===== config.mk =====
export PLATFORM = sky130hd
export DESIGN_NAME = npc_leg_dt
export DESIGN_NICKNAME = d
export VERILOG_FILES = /design/src/rtl/npc_dt_pkg.sv /design/src/rtl/npc_req_latch.sv /design/src/rtl/npc_dt_timer.sv /design/src/rtl/npc_leg_dt.sv
export SDC_FILE = /design/constraint.sdc
export NUM_CORES = 1
export LEC_CHECK = 0
export ABC_AREA = 1
export BUFFER_PORTS_ARGS = -buffer_cell sky130_fd_sc_hd__buf_2
export CAP_MARGIN = 20
export CORE_MARGIN = 2
export CORE_UTILIZATION = 56
export CTS_BUF_LIST = sky130_fd_sc_hd__clkbuf_4 sky130_fd_sc_hd__clkbuf_8 sky130_fd_sc_hd__clkbuf_16
export DETAILED_ROUTE_END_ITERATION = 8
export GPL_TIMING_DRIVEN = 1
export PLACE_DENSITY = 0.81
export SYNTH_ARGS = -nofsm -noshare
export SYNTH_HDL_FRONTEND = slang
export SYNTH_SLANG_ARGS = --single-unit

===== constraint.sdc =====
create_clock -name clk -period 2.41 [get_ports clk]
set_clock_uncertainty 0.1 [all_clocks]
set_input_delay 0.1205 -clock clk [delete_from_list [all_inputs] [get_ports clk]]
set_output_delay 0.1205 -clock clk [all_outputs]
set_load 0.01 [all_outputs]

===== src/rtl/npc_dt_pkg.sv =====
package npc_dt_pkg;
  typedef enum logic {PH_HOLD, PH_DEAD} phase_e;

  localparam logic [1:0] LVL_LO  = 2'd0;
  localparam logic [1:0] LVL_MID = 2'd1;
  localparam logic [1:0] LVL_HI  = 2'd2;

  // bit 0 = SW1 ... bit 3 = SW4
  function automatic logic [3:0] level_gates(input logic [1:0] lvl);
    case (lvl)
      LVL_HI:  return 4'b0011;
      LVL_MID: return 4'b0110;
      LVL_LO:  return 4'b1100;
      default: return 4'b0110;
    endcase
  endfunction

  // switch kept on while moving between two neighbouring levels
  function automatic logic [3:0] common_gates(input logic [1:0] a, input logic [1:0] b);
    return level_gates(a) & level_gates(b);
  endfunction
endpackage


===== src/rtl/npc_req_latch.sv =====
module npc_req_latch
  import npc_dt_pkg::*;
#(
  parameter int LVL_W = 2
) (
  input  logic             clk,
  input  logic             rst,
  input  logic [LVL_W-1:0] req,
  output logic [LVL_W-1:0] eff
);
  logic [LVL_W-1:0] held_q;

  // code above the top level is not a level: keep what was held
  always_comb eff = (req > LVL_HI) ? held_q : req;

  always_ff @(posedge clk) begin
    if (rst) held_q <= LVL_MID;
    else     held_q <= eff;
  end

  p_held_legal_r8: assert property (@(posedge clk) disable iff (rst)
    held_q <= LVL_HI);
endmodule


===== src/rtl/npc_dt_timer.sv =====
module npc_dt_timer #(
  parameter int W = 8
) (
  input  logic         clk,
  input  logic         rst,
  input  logic         load,
  input  logic [W-1:0] load_val,
  input  logic         run,
  output logic         expire
);
  logic [W-1:0] cnt_q;

  always_ff @(posedge clk) begin
    if (rst)                     cnt_q <= '0;
    else if (load)               cnt_q <= (load_val == '0) ? '0 : load_val - 1'b1;
    else if (run && cnt_q != '0) cnt_q <= cnt_q - 1'b1;
  end

  always_comb expire = (cnt_q == '0);

  p_count_down_r5: assert property (@(posedge clk) disable iff (rst)
    (run && !load && cnt_q != '0) |=> (cnt_q == $past(cnt_q) - 1'b1));
endmodule


===== src/rtl/npc_leg_dt.sv =====
module npc_leg_dt
  import npc_dt_pkg::*;
#(
  parameter int DT_W = 8
) (
  input  logic            clk,
  input  logic            rst,
  input  logic [DT_W-1:0] dead_cycles,
  input  logic [1:0]      level_req,
  output logic [3:0]      gate,
  output logic            busy,
  output logic [1:0]      leg_level
);
  phase_e     phase_q;
  logic [1:0] cur_q, nxt_q, step_to, want;
  logic [3:0] gate_q;
  logic       start, expire;

  npc_req_latch #(.LVL_W(2)) u_req (
    .clk(clk), .rst(rst), .req(level_req), .eff(want)
  );

  always_comb begin
    start   = (phase_q == PH_HOLD) && (want != cur_q);
    step_to = (want > cur_q) ? cur_q + 2'd1 : cur_q - 2'd1;
  end

  npc_dt_timer #(.W(DT_W)) u_tmr (
    .clk(clk), .rst(rst), .load(start), .load_val(dead_cycles),
    .run(phase_q == PH_DEAD), .expire(expire)
  );

  always_ff @(posedge clk) begin
    if (rst) begin
      phase_q <= PH_HOLD;
      cur_q   <= LVL_MID;
      nxt_q   <= LVL_MID;
      gate_q  <= level_gates(LVL_MID);
    end else if (start) begin
      phase_q <= PH_DEAD;
      nxt_q   <= step_to;
      gate_q  <= common_gates(cur_q, step_to);
    end else if (phase_q == PH_DEAD && expire) begin
      phase_q <= PH_HOLD;
      cur_q   <= nxt_q;
      gate_q  <= level_gates(nxt_q);
    end
  end

  assign gate      = gate_q;
  assign busy      = (phase_q == PH_DEAD);
  assign leg_level = cur_q;

  p_no_upper_overlap_r3: assert property (@(posedge clk) disable iff (rst)
    !(gate[0] && gate[2]));
  p_no_lower_overlap_r3: assert property (@(posedge clk) disable iff (rst)
    !(gate[1] && gate[3]));
  p_clamp_order_r3: assert property (@(posedge clk) disable iff (rst)
    (!gate[0] || gate[1]) && (!gate[3] || gate[2]));
  p_dead_single_r4: assert property (@(posedge clk) disable iff (rst)
    busy |-> $countones(gate) == 1);
  p_settled_pair_r2: assert property (@(posedge clk) disable iff (rst)
    !busy |-> $countones(gate) == 2);
  p_step_adjacent_r6: assert property (@(posedge clk) disable iff (rst)
    $fell(busy) |-> (leg_level == $past(leg_level) + 2'd1) || (leg_level + 2'd1 == $past(leg_level)));
  p_level_stable_in_dead_r5: assert property (@(posedge clk) disable iff (rst)
    (busy && $past(busy)) |-> $stable(leg_level));
endmodule


==> flow_metrics.tcl <==
set metrics [dict create \
    slew_headroom_pct 73.8 \
    cp.required_ns 2.55 \
    grtUsageTotal_pct 22.8 \
    worst_pin_slew_ns 0.392 \
    vias 1269 \
    fmax_ghz 0.468 \
    synth_nets 213 \
    synth_top_family_by_area "simple AND/OR/NAND/NOR gates" \
    grt_first_pass_wirelength_mm 4.67 \
    die_area_sq_um 2700 \
    firstDrtPassIters 4 \
    ctsHoldBuffers 1 \
    synthAdderAreaFrac_pct 7.77 \
    fin_cells 242 \
    power.leakage_nw 0.743 \
    grt_max_degree 14 \
    cts.repair.resized 0 \
    layout_setup_ws_ns 0.275 \
    power_mw 1.72 \
    drc_errors 0 \
    hold_class "input port to register" \
    synth_top_area_share_pct 29.5 \
    fin_area_sq_um 1440 \
    muxShareOfSynthArea_pct 0 \
    crit_slowest_cell "dfxtp_1" \
    grt_setup_unrepaired "false" \
    cts-root-buf "clkbuf_4" \
    critPathKind "register to register" \
    yosysUniqueCellTypes 25 \
    placed_cell_area_sq_um 1400 \
    synth_compound_area_share_pct 14.6 \
    cp.arrival_ns 2.28 \
    crit_path_max_incr_delay_ns 0.39 \
    top_level_ports 19 \
    start_kind "register" \
    yosysMostFrequentCell "nand2_1" \
    tritoncts "yes" \
    finalMaxSlewViolations 0 \
    synth-async-reset-ratio_pct 0 \
    final.setup.tns_ns 0 \
    syn-cell-area_sq_um 1290 \
    cts.sinks 19 \
    rows 17 \
    viasPerCell 5.24 \
    wirelength_mm 2.77 \
    worstSkewPairLatency_ns 0.30 \
    antenna_found_initial 0 \
    synthCells 193 \
    place_ws_ns 0.311 \
    grt_pass1_vias 1150 \
    synth_edf_count 0 \
    layout.nets 235 \
    finalHoldViolations 0 \
    overflow 0 \
    final_core_util_pct 65.5 \
    start_util_pct 58.8 \
    period_share_pct 88.6 \
    setup_viol 0 \
    cp_max_fo 11 \
    synth_commonest_cells "nand2_1, inv_1, nor2_1, dfxtp_1, nand3_1" \
    cts_buffer_depth 2 \
    ys.flop_type "dfxtp_1" \
    synth-simple-area-share_pct 33.1 \
    hpwl_mm 2.16 \
    period_needed_ns 2.13 \
    status "completed" \
    antenna_cells 0 \
    drt_iter0_markers 35 \
    drive_gt1_share_pct 18.7 \
    postCtsSetupBuffers 0 \
    syn2layout_area_growth_pct 11.5 \
    ys_seq_elements 19 \
    wl_per_cell_um 11.4 \
    htreeDepth 1 \
    endpoint_kind "register" \
    yosysTopAreaCell "dfxtp_1" \
    place_congestion 0.930 \
    io_buffers 18 \
    avgSynthCellArea_sq_um 6.67 \
    die_y_um 52.0 \
    whs_ns 0.00870 \
    ant_nets 0 \
    die_x_um 52.0 \
    num-fill-cells 201 \
    ir_drop_mv 0.702 \
    cap_violations 0 \
    cts.clk_slew.worst_paths_ns 0.11 \
    post-place-cells 237 \
    synth_xor_area_share_pct 4.08 \
    power_density_nw_per_um2 1200 \
    path_cells "inv_1 -> ha_1 -> nand2_2 -> inv_1 -> nor2_4 -> inv_2 -> nor2_4 -> inv_2 -> o21ai_0 -> nor2_1 -> nor2_1" \
    yosys-top-cells-area "dfxtp_1, nand2_1, inv_1" \
    ys_warn_count 0 \
    numCtsBuffers 3 \
    core_sq_um 2190 \
    seq_area_frac_synth_pct 29.5 \
]
worst max-delay path: cells and delay by family (launching register included):
| family | cells | cell delay (ns) |
|---|---|---|
| DFF | 1 | 0.39 |
| adders and majority gates | 1 | 0.33 |
| buffers and inverters | 4 | 0.41 |
| and+or+nand+nor | 5 | 0.66 |
| AOI/OAI and AO/OA | 1 | 0.18 |
area by class of cell:
cell class	count	area [sq um]	area share [%]
multi-input combinational	140	767	53.4
clock buffer	3	22.5	1.57
inverter	32	125	8.72
tap	28	35.0	2.44
sequential	19	380	26.5
clock inverter	1	5.00	0.349
timing repair buffer	19	100	6.97
worst paths after layout:
path                                               endpoint  slack [ns]                       from  cells past startpoint
worst max-delay path            u_tmr.cnt_q[3]$_SDFFE_PP0P_        0.28  leg_level[1]$_SDFFE_PP0P_                     11
worst min-delay path             u_req.held_q[0]$_SDFF_PP1_       0.009               level_req[0]                      3
worst max register to register  u_tmr.cnt_q[3]$_SDFFE_PP0P_        0.28  leg_level[1]$_SDFFE_PP0P_                     11
worst min register to register         gate[2]$_SDFFE_PP1P_        0.39       gate[2]$_SDFFE_PP1P_                      2
routing by layer:
metal | part of all wire [%] | GRT usage, % | wire (um) | vias to the layer above
met5 | 0 | 0 | 0 | -
met4 | 0.76 | 7.89 | 21 | 0
met3 | 3.7 | 2.59 | 102 | 4
met2 | 51 | 41.6 | 1410 | 30
met1 | 45 | 27.4 | 1230 | 581
li1 | - | - | - | 654
layout by cell type, fill, tap and decap left out:
cell type	instances
nand4_1	1
buf_2	18
o211ai_1	1
a21oi_1	12
xor2_1	4
xnor2_1	2
clkbuf_4	3
o21ai_0	11
inv_2	3
inv_1	28
nor2_4	2
nand3_1	19
nand2_1	40
dlygate4sd3_1	1
nor2_2	3
o21ai_4	1
nor2_1	23
nand2_2	3
dfxtp_1	19
clkinv_2	1
nand2_4	2
ha_1	8
and2_1	1
o21bai_1	1
inv_6	1
o21ai_2	3
o21ai_1	3
kinds of logic after synthesis:
logic type | count (synthesis)
AND/OR/NAND/NOR | 94
buffers and inverters | 34
AO/OA/AOI/OAI | 32
flip-flops | 19
adder cells (fa/ha/maj) | 8
XOR/XNOR | 6
flip-flops by register name, indices dropped and copies added (netlist names):
name          count
busy              1
gate              4
leg_level         2
nxt_q             2
u_req.held_q      2
u_tmr.cnt_q       8
power breakdown:
group | internal (mW) | switching (mW)
Sequential | 0.435 | 0.0986
Clock | 0.0619 | 0.106
Combinational | 0.377 | 0.644
No activity file was read; power rests on OpenSTA's default activity.
